[config.mk]
export PLATFORM = sky130hd
export DESIGN_NAME = lapd_top
export DESIGN_NICKNAME = d
export VERILOG_FILES = /design/src/rtl/lapd_pkg.sv /design/src/rtl/lapd_cfg_reg.sv /design/src/rtl/lapd_ratio_sel.sv /design/src/rtl/lapd_div_core.sv /design/src/rtl/lapd_top.sv
export SDC_FILE = /design/constraint.sdc
export NUM_CORES = 1
export LEC_CHECK = 0
export BUFFER_PORTS_ARGS = -buffer_cell sky130_fd_sc_hd__buf_2
export CAP_MARGIN = 25
export CORE_MARGIN = 2
export CORE_UTILIZATION = 55
export DETAILED_ROUTE_END_ITERATION = 8
export GPL_TIMING_DRIVEN = 0
export PLACE_DENSITY = 0.81
export SLEW_MARGIN = 10
export SYNTH_ARGS = -nofsm -noshare
export SYNTH_HDL_FRONTEND = slang
export SYNTH_SLANG_ARGS = --single-unit
[constraint.sdc]
create_clock -name clk_vco -period 6.04 [get_ports clk_vco]
set_input_delay 0.302 -clock clk_vco [delete_from_list [all_inputs] [get_ports clk_vco]]
set_output_delay 0.302 -clock clk_vco [all_outputs]
set_load 0.005 [all_outputs]
[src/rtl/lapd_pkg.sv]
// Package: shared definitions for the lock-aware post divider.
// Assumes: consumers pass widths as parameters; only types live here.
package lapd_pkg;

    // Which source decides the ratio of the next divide period.
    typedef enum logic [0:0] {
        RSRC_FIXED = 1'b0,   // PLL not locked: fixed ratio
        RSRC_PROG  = 1'b1    // PLL locked: programmed field + 1
    } ratio_src_e;

endpackage : lapd_pkg

[src/rtl/lapd_cfg_reg.sv]
// Module: post-divide configuration register.
// Holds the post-divide field, accepts writes only while the PLL is the
// selected clock source, and presents a zero-padded readback word.
// Assumes: wr_en_i is a single-cycle strobe in the clk domain; reads
// have no side effects.
module lapd_cfg_reg #(
    parameter int unsigned FIELD_W = 5,
    parameter int unsigned REG_W   = 8,
    parameter int unsigned RST_VAL = 3
) (
    input  logic               clk,
    input  logic               rst_n,
    input  logic               pll_sel_i,
    input  logic               wr_en_i,
    input  logic [FIELD_W-1:0] wr_field_i,
    output logic [FIELD_W-1:0] field_o,
    output logic [REG_W-1:0]   rd_data_o
);

    localparam logic [FIELD_W-1:0] FIELD_RST = FIELD_W'(RST_VAL);

    logic [FIELD_W-1:0] field_q;
    logic               wr_ok;

    // Write gate: only a write with the PLL selected may land.
    always_comb begin
        wr_ok = wr_en_i && pll_sel_i;
    end

    // Field storage: reset value, then gated write updates.
    always_ff @(posedge clk) begin
        if (!rst_n) begin
            field_q <= FIELD_RST;
        end else if (wr_ok) begin
            field_q <= wr_field_i;
        end
    end

    assign field_o = field_q;

    // Readback: field in the low bits, unimplemented bits forced to zero.
    generate
        if (REG_W > FIELD_W) begin : g_pad
            assign rd_data_o = {{(REG_W - FIELD_W){1'b0}}, field_q};
        end else begin : g_nopad
            assign rd_data_o = field_q[REG_W-1:0];
        end
    endgenerate

    AST_WR_BLOCKED: assert property (@(posedge clk) disable iff (!rst_n)
        (wr_en_i && !pll_sel_i) |=> (field_o == $past(field_o)));

    AST_WR_TAKEN: assert property (@(posedge clk) disable iff (!rst_n)
        (wr_en_i && pll_sel_i) |=> (field_o == $past(wr_field_i)));

    AST_NO_WR_HOLD: assert property (@(posedge clk) disable iff (!rst_n)
        !wr_en_i |=> $stable(field_o));

    AST_RD_LOW_FIELD: assert property (@(posedge clk) disable iff (!rst_n)
        rd_data_o[FIELD_W-1:0] == field_o);

endmodule : lapd_cfg_reg

[src/rtl/lapd_ratio_sel.sv]
// Module: active ratio selector.
// Picks the ratio for the next divide period from the lock status and the
// programmed field, and holds it stable for a whole period. The ratio is
// only reloaded on a wrap of the divide counter, so no period is cut short.
// Assumes: wrap_i is high for exactly the last cycle of each period.
module lapd_ratio_sel
    import lapd_pkg::*;
#(
    parameter int unsigned FIELD_W     = 5,
    parameter int unsigned FIXED_RATIO = 4
) (
    input  logic               clk,
    input  logic               rst_n,
    input  logic               lock_i,
    input  logic [FIELD_W-1:0] field_i,
    input  logic               wrap_i,
    output logic [FIELD_W:0]   ratio_o
);

    localparam int unsigned RATIO_W = FIELD_W + 1;
    localparam logic [RATIO_W-1:0] FIXED_R = RATIO_W'(FIXED_RATIO);

    ratio_src_e         src_next;
    logic [RATIO_W-1:0] ratio_next;
    logic [RATIO_W-1:0] ratio_q;

    // Source choice: lock decides between the field and the fixed ratio.
    always_comb begin
        src_next = lock_i ? RSRC_PROG : RSRC_FIXED;
    end

    // Requested ratio for the period that follows the next wrap.
    always_comb begin
        unique case (src_next)
            RSRC_PROG:  ratio_next = {1'b0, field_i} + RATIO_W'(1);
            default:    ratio_next = FIXED_R;
        endcase
    end

    // Active ratio register: reloaded only at a period boundary.
    always_ff @(posedge clk) begin
        if (!rst_n) begin
            ratio_q <= FIXED_R;
        end else if (wrap_i) begin
            ratio_q <= ratio_next;
        end
    end

    assign ratio_o = ratio_q;

    AST_RATIO_HOLD: assert property (@(posedge clk) disable iff (!rst_n)
        !wrap_i |=> $stable(ratio_o));

    AST_UNLOCK_FIXED: assert property (@(posedge clk) disable iff (!rst_n)
        (wrap_i && !lock_i) |=> (ratio_o == FIXED_R));

    AST_LOCK_PROG: assert property (@(posedge clk) disable iff (!rst_n)
        (wrap_i && lock_i) |=> (ratio_o == {1'b0, $past(field_i)} + RATIO_W'(1)));

    AST_RATIO_NONZERO: assert property (@(posedge clk) disable iff (!rst_n)
        ratio_o != '0);

endmodule : lapd_ratio_sel

[src/rtl/lapd_div_core.sv]
// Module: divide counter and enable generator.
// Counts VCO cycles up to the active ratio minus one, pulses the PLL enable
// on the last count and restarts at zero. A toggle flop passes every second
// PLL enable through as the bus enable.
// Assumes: ratio_i is at least 1 and changes only in the cycle after a wrap.
module lapd_div_core #(
    parameter int unsigned FIELD_W = 5
) (
    input  logic             clk,
    input  logic             rst_n,
    input  logic [FIELD_W:0] ratio_i,
    output logic             pll_en_o,
    output logic             bus_en_o
);

    localparam int unsigned RATIO_W = FIELD_W + 1;

    logic [FIELD_W-1:0] cnt_q;
    logic               last_cnt;
    logic               half_q;

    // Terminal compare: last cycle of the current period.
    always_comb begin
        last_cnt = ({1'b0, cnt_q} == (ratio_i - RATIO_W'(1)));
    end

    // Period counter: count up, restart at zero after the last cycle.
    always_ff @(posedge clk) begin
        if (!rst_n) begin
            cnt_q <= '0;
        end else if (last_cnt) begin
            cnt_q <= '0;
        end else begin
            cnt_q <= cnt_q + FIELD_W'(1);
        end
    end

    // Bus phase: flips on each PLL enable so every second one passes.
    always_ff @(posedge clk) begin
        if (!rst_n) begin
            half_q <= 1'b0;
        end else if (last_cnt) begin
            half_q <= ~half_q;
        end
    end

    assign pll_en_o = last_cnt;
    assign bus_en_o = last_cnt && half_q;

    AST_CNT_BOUND: assert property (@(posedge clk) disable iff (!rst_n)
        ({1'b0, cnt_q} < ratio_i));

    AST_WRAP_RESTART: assert property (@(posedge clk) disable iff (!rst_n)
        pll_en_o |=> (cnt_q == '0));

    AST_BUS_IN_PLL: assert property (@(posedge clk) disable iff (!rst_n)
        bus_en_o |-> pll_en_o);

    AST_BUS_ALTERNATE: assert property (@(posedge clk) disable iff (!rst_n)
        bus_en_o |=> (!bus_en_o || !pll_en_o || (ratio_i == RATIO_W'(1)) == 1'b0));

endmodule : lapd_div_core

[src/rtl/lapd_top.sv]
// Module: lock-aware PLL post divider, top level.
// Ties the configuration register, the ratio selector and the divide core
// together. All logic runs on the VCO clock; outputs are enables.
// Assumes: lock_i and pll_sel_i are already synchronous to clk_vco.
module lapd_top #(
    parameter int unsigned FIELD_W     = 5,
    parameter int unsigned REG_W       = 8,
    parameter int unsigned RST_FIELD   = 3,
    parameter int unsigned FIXED_RATIO = 4
) (
    input  logic               clk_vco,
    input  logic               rst_n,
    input  logic               lock_i,
    input  logic               pll_sel_i,
    input  logic               wr_en_i,
    input  logic [FIELD_W-1:0] wr_field_i,
    output logic [REG_W-1:0]   rd_data_o,
    output logic               pll_en_o,
    output logic               bus_en_o
);

    logic [FIELD_W-1:0] field;
    logic [FIELD_W:0]   ratio;
    logic               pll_en;

    lapd_cfg_reg #(
        .FIELD_W (FIELD_W),
        .REG_W   (REG_W),
        .RST_VAL (RST_FIELD)
    ) u_cfg (
        .clk        (clk_vco),
        .rst_n      (rst_n),
        .pll_sel_i  (pll_sel_i),
        .wr_en_i    (wr_en_i),
        .wr_field_i (wr_field_i),
        .field_o    (field),
        .rd_data_o  (rd_data_o)
    );

    lapd_ratio_sel #(
        .FIELD_W     (FIELD_W),
        .FIXED_RATIO (FIXED_RATIO)
    ) u_sel (
        .clk     (clk_vco),
        .rst_n   (rst_n),
        .lock_i  (lock_i),
        .field_i (field),
        .wrap_i  (pll_en),
        .ratio_o (ratio)
    );

    lapd_div_core #(
        .FIELD_W (FIELD_W)
    ) u_core (
        .clk      (clk_vco),
        .rst_n    (rst_n),
        .ratio_i  (ratio),
        .pll_en_o (pll_en),
        .bus_en_o (bus_en_o)
    );

    assign pll_en_o = pll_en;

    AST_UPPER_ZERO: assert property (@(posedge clk_vco) disable iff (!rst_n)
        rd_data_o[REG_W-1:FIELD_W] == '0);

endmodule : lapd_top

## Word-level counts from Yosys, hierarchy flattened

Index checks and enable logic that the tools add are counted.

| word-level totals | value |
|---|---|
| bits of input ports | 10 |
| memory bits (writable) | 0 |
| register bits | 17 |
| memories | 0 |
| logic and storage cells | 15 |
| ROM bits | 0 |
| bits in latches | 0 |

| operators by class | value |
|---|---|
| add/subtract/negate cells | 3 |
| magnitude comparators | 0 |
| shifts and indexed selects | 0 |
| bitwise logic cells | 2 |
| eq/ne operators | 1 |
| reduce and logical (&&, ||, !) cells | 3 |
| $mul | 0 |
| div/mod/pow operators | 0 |
| mux-type cells | 2 |

Operators by type and width:

| cell | count |
|---|---|
| 5-bit by 1-bit adder with 6-bit output, second input constant | 1 |
| 5-bit by 6-bit == test with 1-bit output | 1 |
| 6-bit 2-to-1 mux | 1 |
| 6-bit by 1-bit subtractor with 6-bit output, second input constant | 1 |
| 5-bit by 1-bit adder with 5-bit output, second input constant | 1 |
| 1-bit logical AND | 2 |
| 1-bit inverter | 2 |
| 2-bit OR reduction | 1 |
| 1-bit 2-to-1 mux | 1 |

## Longest topological paths before layout

Gate-level depths: netlist of the first run.

| depth | value |
|---|---|
| depth in word-level cells | 3 |
| gate-level depth with buffers | 8 |
| mapped depth without buffers | 7 |

## Cells and area by module

Synthesis of the first run repeated with hierarchy kept, for this count alone.

| unflattened totals | value |
|---|---|
| cell total of the unflattened synthesis | 111 |
| area total of the unflattened synthesis | 980.9 µm² |

Modules (own cells, without submodules):

| module | times used | area each (µm²) | cells each |
|---|---|---|---|
| lapd_div_core | 1 | 389.1 | 44 |
| lapd_ratio_sel | 1 | 322.8 | 36 |
| lapd_cfg_reg | 1 | 269.0 | 31 |

## Worst setup path after synthesis of the first run

Ideal clock, no wire load.

| timing path | value |
|---|---|
| path type | register -> register |
| from | reg u_sel.ratio_q[0], in the netlist u_sel.ratio_o[0] |
| to | reg u_sel.ratio_q[5], in the netlist u_sel.ratio_o[5] |
| path buffers | 1 |
| setup slack | 3.763 ns |
| period minus slack after synthesis | 2.277 ns |
| data arrival time | 2.206 ns |
| cell stages (with the launch flop) | 7 |
| data required time | 5.969 ns |
| cell sequence | dfxtp_1 -> or3_4 -> o31a_1 -> or4_1 -> clkbuf_2 -> or4_1 -> a21oi_1 |

| on the way | value |
|---|---|
| word-level cells in the longest chain between the ends | 2 |

RTL lines:

| element | RTL line | text |
|---|---|---|
| start, declared | lapd_ratio_sel.sv:25 | `logic [RATIO_W-1:0] ratio_q;` |
| start signal, assigned | lapd_ratio_sel.sv:45 | `ratio_q <= ratio_next;` |
| 6-bit by 1-bit subtractor with 6-bit output | lapd_div_core.sv:24 | `last_cnt = ({1'b0, cnt_q} == (ratio_i - RATIO_W'(1)));` |
| 5-bit by 6-bit == test with 1-bit output | lapd_div_core.sv:24 |  |

No other way between the ends.
A chain may end at the register's enable or synchronous reset.

## Worst setup path after layout of the first run

| timing path | value |
|---|---|
| from | reg u_sel.ratio_q[0], in the netlist u_sel.ratio_o[0] |
| to | out pll_en_o |

| on the way | value |
|---|---|
| word-level cells in the longest chain between the ends | 2 |

RTL lines:

| element | RTL line | text |
|---|---|---|
| 6-bit by 1-bit subtractor with 6-bit output | lapd_div_core.sv:24 |  |
| 5-bit by 6-bit == test with 1-bit output | lapd_div_core.sv:24 |  |
| end, declared | lapd_top.sv:18 | `output logic pll_en_o,` |

No other way between the ends.

==> out/qor.yml, run 1 <==
clock_skew_ns: 0.00121
synthDistinctLibCells: 25
cp_slowest_cell: "or4_1"
final_cell_area_um2: 1010
synth_compound_area_frac: 0.0726
hold_viol: 0
synth-adder-area-share: 0.0427
synth-seq-area-share: 0.387
drtIter0Drc: 16
postCtsHoldBufs: 0
antennaDiodeCount: 0
area_delta_synth_final_pct: 14.7
htreeDepth: 1
dp.final_hpwl_um: 1350
final-max-slew-violation-count: 0
dp_cells: 136
grt_max_degree: 11
critPathBufInv: 2
design.core.area_um2: 1510
avgViaCountPerCell: 5.51
layout.cells.non_filler: 140
synth_top_family_by_area: "simple AND/OR/NAND/NOR gates"
yosysWarnings: 0
ys_seq_elements: 17
p_comb_frac: 0.163
grt.total_usage: 0.216
status: "finished clean"
clock_sinks: 17
drive_gt1_frac: 0.202
p_switching_w: 0.0000593
synth_edf_count: 0
fmaxAchievable_mhz: 355
dieArea_um2: 1930
io_buffers: 15
hold_slack_ns: 0.242
hold_path_class: "in -> reg"
antenna_found_initial: 0
grt_overflow: 0
setup_tns_ns: 0
startpoint_type: "flop"
setup_violations: 0
rows: 14
swShare: 0.270
clk_latency_ns: 0.29
yosys.area_share.simple: 0.266
synthFlopType: "dfxtp_1"
pwr_density_cell_nw_per_um2: 219
critical_path.top_delay_family: "simple AND/OR/NAND/NOR gates"
cp-end-kind: "output port"
p_int_w: 0.000161
clk_pin_slew_ns: 0.09
drc_errors: 0
rsz0062_at_grt: "false"
postSynth.asyncResetShare: 0
drt_pass1_iterations: 4
synth.most_common_cell: "dfxtp_1"
routedWlPerCell_um: 12.3
cts_buffers: 3
p_clk_frac: 0.273
leakagePower_nw: 0.417
syn_inst: 103
period_share: 0.467
yosysTopAreaCell: "dfxtp_1"
path_cells: "or3_4 -> o31a_1 -> or4_1 -> clkbuf_2 -> nor2_2 -> buf_2"
io_pins: 20
vias: 772
synth_mux_area_frac: 0.0342
cts_root_buf: "clkbuf_4"
peakVddDrop_uv: 132
seqPwrFrac: 0.564
grt_pass1_wl_um: 3060
synth_common_cells: "dfxtp_1, nand3_1, nand2_1, xnor2_1, a21oi_1"
cp.arrival_ns: 2.52
period_needed_ns: 2.82
clock_path_buffers: 2
placed_area_um2: 981
ctsResizeCount: 0
wl_um: 1730
syn_area_um2: 878
yosys-top-cells-area: "dfxtp_1, xnor2_1, nand3_1, nand2_1, xor2_1"
slowest_delay_ns: 0.49
nets: 138
post_cts_buffers: 0
synthXorXnorAreaFrac: 0.140
start_util: 0.583
gp_congestion: 0.791
num-fill-cells: 145
cap_violations: 0
cts_tree: "yes"
avgSynthCellArea_um2: 8.53
cp_max_fo: 9
synth_top_area_frac: 0.387
dieWidth_um: 44.0
detail-route-antenna-nets: 0
crit_required_ns: 5.74
die_y_um: 44.0
critPathKind: "reg -> out"
grt_pass1_vias: 725
-- through the flow --
stage	total power, W	worst slack [ns]	utilization
after CTS	0.000222	3.22	0.669
after floorplan	0.000151	3.76	-
after global placement	0.000161	3.57	0.651
after detailed placement	0.000162	3.55	0.651
after global routing	0.000232	3.08	0.669
final	0.000220	3.22	0.669
-- flip-flops by register name, summed over array words and instances (netlist names) --
signal and count:
u_cfg.field_o 5, u_sel.ratio_o 6, u_core.half_q 1, u_core.cnt_q 5
-- routing by layer --
| layer | share of wire | track usage | vias to the layer above |
|---|---|---|---|
| met2 | 0.47 | 0.347 | 26 |
| met1 | 0.45 | 0.276 | 349 |
| met3 | 0.065 | 0.0375 | 6 |
| met4 | 0.023 | 0.109 | 0 |
| met5 | 0 | 0 | - |
| li1 | - | - | 391 |
-- cell families after synthesis --
family	Yosys count
AOI/OAI and AO/OA	12
xor gates and xnor gates	14
adders and majority gates	3
buffers and inverters	9
DFF	17
muxes	3
other	1
and+or+nand+nor	44
-- final timing paths --
| check | start | end | slack [ns] | cells past startpoint |
|---|---|---|---|---|
| hold reg to reg | u_core.half_q$_SDFFE_PN0N_ | u_core.half_q$_SDFFE_PN0N_ | 0.49 | 2 |
| setup reg to reg | u_sel.ratio_o[0]$_SDFFE_PN0N_ | u_sel.ratio_o[5]$_SDFFE_PN0N_ | 3.62 | 6 |
| hold / removal | wr_field_i[1] | u_cfg.field_o[1]$_SDFFE_PN1P_ | 0.24 | 3 |
| setup / recovery | u_sel.ratio_o[0]$_SDFFE_PN0N_ | pll_en_o | 3.22 | 6 |
-- worst min-delay path, delay by kind of cell --
kind | cells | cell delay [ns]
simple gates | 2 | 0.12
buf+inv | 1 | 0.07
-- area by class of cell --
cell class | count | area, um2 | area share
Sequential cell | 17 | 340 | 0.338
Tap cell | 16 | 20.0 | 0.0199
Buffer | 6 | 35.0 | 0.0348
Timing Repair Buffer | 15 | 75.1 | 0.0745
Inverter | 3 | 11.3 | 0.0112
Clock buffer | 4 | 26.3 | 0.0261
Multi-Input combinational cell | 79 | 499 | 0.496
-- layout by cell type (no fill, tap or decap), types with 2 or more instances in the layout --
cell type / count
a21oi_1: 7
buf_2: 15
buf_4: 3
clkbuf_1: 3
clkbuf_4: 3
conb_1: 3
dfxtp_1: 17
ha_1: 3
inv_1: 3
mux2i_1: 3
nand2_1: 12
nand3_1: 15
nor3_1: 5
nor3b_1: 2
nor4_1: 2
o21ai_0: 4
or4_1: 2
xnor2_1: 9
xor2_1: 5
-- power by group through the flow --
stage	clock (W)	sequential (W)	combinational (W)
2_1_floorplan	0	0.000125	0.0000253
3_3_place_gp	0	0.000126	0.0000348
3_5_place_dp	0	0.000127	0.0000358
4_1_cts	0.0000616	0.000124	0.0000359
5_1_grt	0.0000663	0.000125	0.0000406
6_report	0.0000602	0.000124	0.0000359
No activity file was read; power rests on OpenSTA's default activity.
==> run 2, diff against run 1 <==
--- a/config.mk
+++ b/config.mk
@@ -8,10 +8,10 @@
 export BUFFER_PORTS_ARGS = -buffer_cell sky130_fd_sc_hd__buf_2
 export CAP_MARGIN = 25
 export CORE_MARGIN = 2
-export CORE_UTILIZATION = 55
+export CORE_UTILIZATION = 46
 export DETAILED_ROUTE_END_ITERATION = 8
 export GPL_TIMING_DRIVEN = 0
-export PLACE_DENSITY = 0.81
+export PLACE_DENSITY = 0.72
 export SLEW_MARGIN = 10
 export SYNTH_ARGS = -nofsm -noshare
 export SYNTH_HDL_FRONTEND = slang
==> constraint.sdc (replaced) <==
create_clock -name clk_vco -period 2.32 [get_ports clk_vco]
set_input_delay 0.116 -clock clk_vco [delete_from_list [all_inputs] [get_ports clk_vco]]
set_output_delay 0.116 -clock clk_vco [all_outputs]
set_load 0.005 [all_outputs]
==> out/qor.yml, run 2 (synthesis results as in run 1) <==
io_pins: 20  # unchanged
p_clk_frac: 0.272  # about the same
fmaxAchievable_mhz: 451
hold_path_class: "in -> reg"
worst_hold_path.num_cells: 3  # unchanged
wl_um: 1710  # -1.0%
pwr_density_cell_nw_per_um2: 550  # +150%
clk_latency_ns: 0.30  # about the same
total_power_w: 0.000584  # +170%
peakVddDrop_uv: 397  # +200%
p_comb_frac: 0.176  # +0.013
die_y_um: 47.7  # +8.5%
cp.arrival_ns: 2.10  # -0.42 ns
drc_errors: 0  # unchanged
p_int_w: 0.000423  # +160%
dieArea_um2: 2270  # +18%
rrSetupSlack_ns: 0.14  # -3.48 ns
area_delta_synth_final_pct: 20.9
clock_sinks: 17  # unchanged
clock_path_buffers: 2  # unchanged
rows: 15  # +1
grt_max_degree: 11  # unchanged
grt_pass1_wl_um: 2840  # -7.4%
setup_violations: 0  # unchanged
cp-end-kind: "output port"
grt_overflow: 0  # unchanged
drtIter0Drc: 3  # -13
drt_pass1_iterations: 4  # unchanged
startpoint_type: "flop"
layout.cells.non_filler: 152  # +8.6%
io_buffers: 15  # unchanged
leakagePower_nw: 0.438  # +5.1%
htreeDepth: 1  # unchanged
cap_violations: 0  # unchanged
critPathKind: "reg -> out"
drive_gt1_frac: 0.260  # +0.0582
design.core.area_um2: 1760  # +17%
nets: 141  # +2.2%
crit_required_ns: 2.20  # -3.54 ns
clk_pin_slew_ns: 0.10  # about the same
period_needed_ns: 2.22
dieWidth_um: 47.7  # +8.5%
status: "finished clean"
cts_buffers: 3  # unchanged
vias: 766  # -0.78%
antenna_found_initial: 0  # unchanged
p_switching_w: 0.000161  # +170%
dp.final_hpwl_um: 1240  # -7.8%
final-max-slew-violation-count: 0  # unchanged
clock_skew_ns: 0.0129  # +0.0117 ns
cp_max_fo: 6  # -3
period_share: 0.956
detail-route-antenna-nets: 0  # unchanged
largest_register_ffs: 6  # unchanged
gp_congestion: 0.779  # -1.6%
rsz0062_at_grt: "false"
seqPwrFrac: 0.552  # -0.012
avgViaCountPerCell: 5.04  # -8.6%
worst_r2r_path_depth: 7  # +1
grt.total_usage: 0.182  # -0.0339
hold_viol: 0  # unchanged
cts_root_buf: "clkbuf_4"
final_cell_mix: "nand3_1, buf_2, dfxtp_1"
postCtsHoldBufs: 0  # unchanged
grt_pass1_vias: 681  # -6.1%
swShare: 0.276  # +0.00664
antennaDiodeCount: 0  # unchanged
dp_cells: 145  # +6.6%
routedWlPerCell_um: 11.2  # -8.9%
cts_tree: "yes"
start_util: 0.498  # -0.0852
## run 2: cell types whose count changed in the layout (fill, tap and decap cells not counted), sizes merged
cell    delta
clkbuf     -2
clkinv     +1
buf        +4
## run 2: final timing paths
kind | start | end
min reg2reg | u_core.half_q$_SDFFE_PN0N_ | u_core.half_q$_SDFFE_PN0N_
max reg2reg | u_sel.ratio_o[0]$_SDFFE_PN0N_ | u_core.half_q$_SDFFE_PN0N_
max | u_sel.ratio_o[0]$_SDFFE_PN0N_ | pll_en_o
min | wr_field_i[1] | u_cfg.field_o[1]$_SDFFE_PN1P_
## run 2: cell type report
class                           count  area [um2]
Clock inverter                      1        5.00
Tap cell                           25        31.3
Fill cell                         172         702
Clock buffer                        3        22.5
Timing Repair Buffer               19         105
Sequential cell                    17         343
Multi-Input combinational cell     79         514
Inverter                            3        11.3
Buffer                              5        30.0
## run 2: timing repair
item	4_1_cts	5_1_grt
gates cloned	0	0
pin swaps	6	2
gates resized for setup	5	2
setup buffers	4	0
setup endpoints to repair	5	5
## run 2: metal layers
layer / share of wire / track usage
met1: 0.48 / 0.229
met2: 0.45 / 0.293
met3: 0.041 / 0.0226
met4: 0.027 / 0.114
met5: 0 / 0
## run 2: power by group through the flow
stage	clock, W	sequential, W	combinational [W]
2_1_floorplan	0	0.000327	0.0000659
3_3_place_gp	0	0.000328	0.0000914
3_5_place_dp	0	0.000329	0.0000929
4_1_cts	0.000162	0.000322	0.000104
5_1_grt	0.000171	0.000325	0.000117
6_report	0.000159	0.000322	0.000103
## run 2: per-stage QoR
step | area [um2] | TNS, ns | util | hold slack (ns) | setup slack, ns
final | 1060 | 0 | 0.602 | 0.0426 | 0.101
after global routing | 1060 | 0 | 0.602 | 0.0715 | 0.0132
after CTS | 1070 | 0 | 0.604 | 0.0425 | 0.0169
after detailed placement | 992 | -0.0719 | 0.562 | 0.358 | -0.0719
after global placement | 992 | -0.0497 | 0.562 | 0.349 | -0.0497
after floorplan | 886 | 0 | - | 0.264 | 0.0431
## run 2: worst max-delay path: stages, from the launching register on
cell,delay [ns]
dfxtp_2,0.37
inv_1,0.05
ha_1,0.29
xor2_1,0.15
nand2_1,0.11
or4_4,0.58
nor2_4,0.14
buf_2,0.12
==> run 3, diff against run 2 <==
==> constraint.sdc (replaced) <==
create_clock -name clk_vco -period 1.9 [get_ports clk_vco]
set_input_delay 0.095 -clock clk_vco [delete_from_list [all_inputs] [get_ports clk_vco]]
set_output_delay 0.095 -clock clk_vco [all_outputs]
set_load 0.005 [all_outputs]
==> out/qor.yml, run 3 (synthesis results as in run 1) <==
period_share: 1.15
antenna_found_initial: 0  # unchanged
final-max-slew-violation-count: 0  # unchanged
postCtsHoldBufs: 0  # unchanged
num-fill-cells: 174  # +1.2%
dieWidth_um: 47.7  # unchanged
placed_area_um2: 997  # +0.50%
dp_cells: 145  # unchanged
antennaDiodeCount: 0  # unchanged
rsz0062_at_grt: "true"
leakagePower_nw: 0.444  # +1.2%
drt_pass1_iterations: 4  # unchanged
layout.cells.non_filler: 153  # +0.66%
critical_path.top_delay_family: "simple AND/OR/NAND/NOR gates"
cts_root_buf: "clkbuf_4"
final_util: 0.618  # +0.0156
cp-end-kind: "flop"
hold_viol: 0  # unchanged
htreeDepth: 1  # unchanged
final_cell_area_um2: 1090  # +2.6%
clock_skew_ns: 0.00244  # -0.0104 ns
io_pins: 20  # unchanged
start_util: 0.498  # unchanged
drive_gt1_frac: 0.289  # +0.0292
fmaxAchievable_mhz: 459
cts_buffers: 3  # unchanged
cp.arrival_ns: 2.40  # +0.30 ns
drtIter0Drc: 10  # +7
cp_slowest_cell: "or4_4"
setup_slack_ns: -0.280  # -0.381 ns
rows: 15  # unchanged
cts_tree: "yes"
dp.final_hpwl_um: 1300  # +5.0%
io_buffers: 15  # unchanged
grt.total_usage: 0.180  # -0.00154
hold_slack_ns: 0.0455  # +0.00289 ns
period_needed_ns: 2.18
drc_errors: 0  # unchanged
final_cell_mix: "nand3_1, buf_2, dfxtp_1"
die_y_um: 47.7  # unchanged
clock_path_buffers: 2  # unchanged
pwr_density_cell_nw_per_um2: 657  # +20%
clk_pin_slew_ns: 0.09  # about the same
tightest_slew_ns: 0.535
total_power_w: 0.000716  # +23%
detail-route-antenna-nets: 0  # unchanged
vias: 800  # +4.4%
grt_pass1_vias: 678  # -0.44%
wl_um: 1770  # +3.7%
startpoint_type: "flop"
violations: "setup timing"
nets: 142  # +0.71%
path_cells: "or3_4 -> o31a_1 -> or4_4 -> or4_1 -> a21oi_2"
critPathKind: "reg -> reg"
largest_register_ffs: 6  # unchanged
grt_overflow: 0  # unchanged
routedWlPerCell_um: 11.6  # +3.0%
critPathBufInv: 0  # -2
area_delta_synth_final_pct: 24.1
gp_congestion: 0.772  # -0.83%
setup_violations: 14  # +14
hold_path_class: "in -> reg"
relSlewSlack: 0.643
grt_max_degree: 11  # unchanged
slowest_delay_ns: 0.53  # -0.05 ns
cp_max_fo: 5  # -1
dieArea_um2: 2270  # unchanged
peakVddDrop_uv: 380  # -4.4%
clk_latency_ns: 0.28  # -0.02 ns
crit_required_ns: 2.12  # -0.08 ns
design.core.area_um2: 1760  # unchanged
status: "finished, violations left"
avgViaCountPerCell: 5.23  # +3.8%
clock_sinks: 17  # unchanged
cap_violations: 0  # unchanged
grt_pass1_wl_um: 2920  # +2.9%
[run 3: cell types whose count changed in the layout (fill, tap and decap cells not counted)]
cell | previous run | this run
clkinv_2 | 1 | 0
a21oi_1 | 7 | 5
o21ai_2 | 0 | 1
nor4_1 | 1 | 0
buf_4 | 7 | 8
a21oi_2 | 0 | 2
nor4_2 | 1 | 2
o21ai_1 | 0 | 1
or3_4 | 1 | 2
or3_2 | 1 | 0
clkbuf_1 | 2 | 3
o21ai_0 | 4 | 2
[run 3: final cells by class]
cell class | count | area [um2] | share of cell area
buffer | 5 | 30.0 | 0.0276
clock buffer | 4 | 26.3 | 0.0241
inverter | 3 | 11.3 | 0.0103
multi-input combinational | 79 | 536 | 0.491
sequential | 17 | 343 | 0.315
tap | 25 | 31.3 | 0.0287
timing repair buffer | 20 | 113 | 0.103
[run 3: path summary, 6_finish.rpt]
kind / depth (start not counted) / slack (ns) / start / to
worst min-delay path: 3 / 0.05 / wr_field_i[0] / u_cfg.field_o[0]$_SDFFE_PN1P_
worst max register to register: 5 / -0.28 / u_sel.ratio_o[0]$_SDFFE_PN0N_ / u_sel.ratio_o[5]$_SDFFE_PN0N_
worst max-delay path: 5 / -0.28 / u_sel.ratio_o[0]$_SDFFE_PN0N_ / u_sel.ratio_o[5]$_SDFFE_PN0N_
worst min register to register: 2 / 0.48 / u_sel.ratio_o[1]$_SDFFE_PN0N_ / u_sel.ratio_o[1]$_SDFFE_PN0N_
[run 3: worst reg2reg max path, delay by kind of cell (launching register included)]
family,cells,cell delay [ns]
simple gates,3,1.35
compound gates,2,0.43
flops,1,0.34
[run 3: per-layer routing]
metal  routed length [um]  part of all wire  up-vias  GRT usage
li1                     -                 -      408          -
met3                   65             0.037        6     0.0377
met5                    0                 0        -          0
met4                   29             0.016        0     0.0919
met1                  859              0.49      367      0.247
met2                  816              0.46       19      0.267
[run 3: per-stage QoR]
stage                     setup TNS, ns  setup WS [ns]
final                             -2.70         -0.280
after global routing              -3.83         -0.364
after detailed placement          -3.97         -0.388
after floorplan                   -2.09         -0.244
after CTS                         -3.69         -0.371
after global placement            -3.67         -0.373
[run 3: report_power, final]
| part | switching [W] | total, W | leakage, nW | internal, W |
|---|---|---|---|---|
| clock network | 0.000107 | 0.000188 | 0.0150 | 0.0000815 |
| registers | 0.0000201 | 0.000395 | 0.140 | 0.000374 |
| logic | 0.0000674 | 0.000133 | 0.289 | 0.0000658 |
| total | 0.000194 | 0.000716 | 0.444 | 0.000522 |
[run 3: what timing repair did]
item | CTS | global route
gates resized for setup | 5 | 7
pin swaps | 4 | 5
endpoints found under the setup margin | 14 | 14
buffers inserted | 4 | 1
cloned | 0 | 0
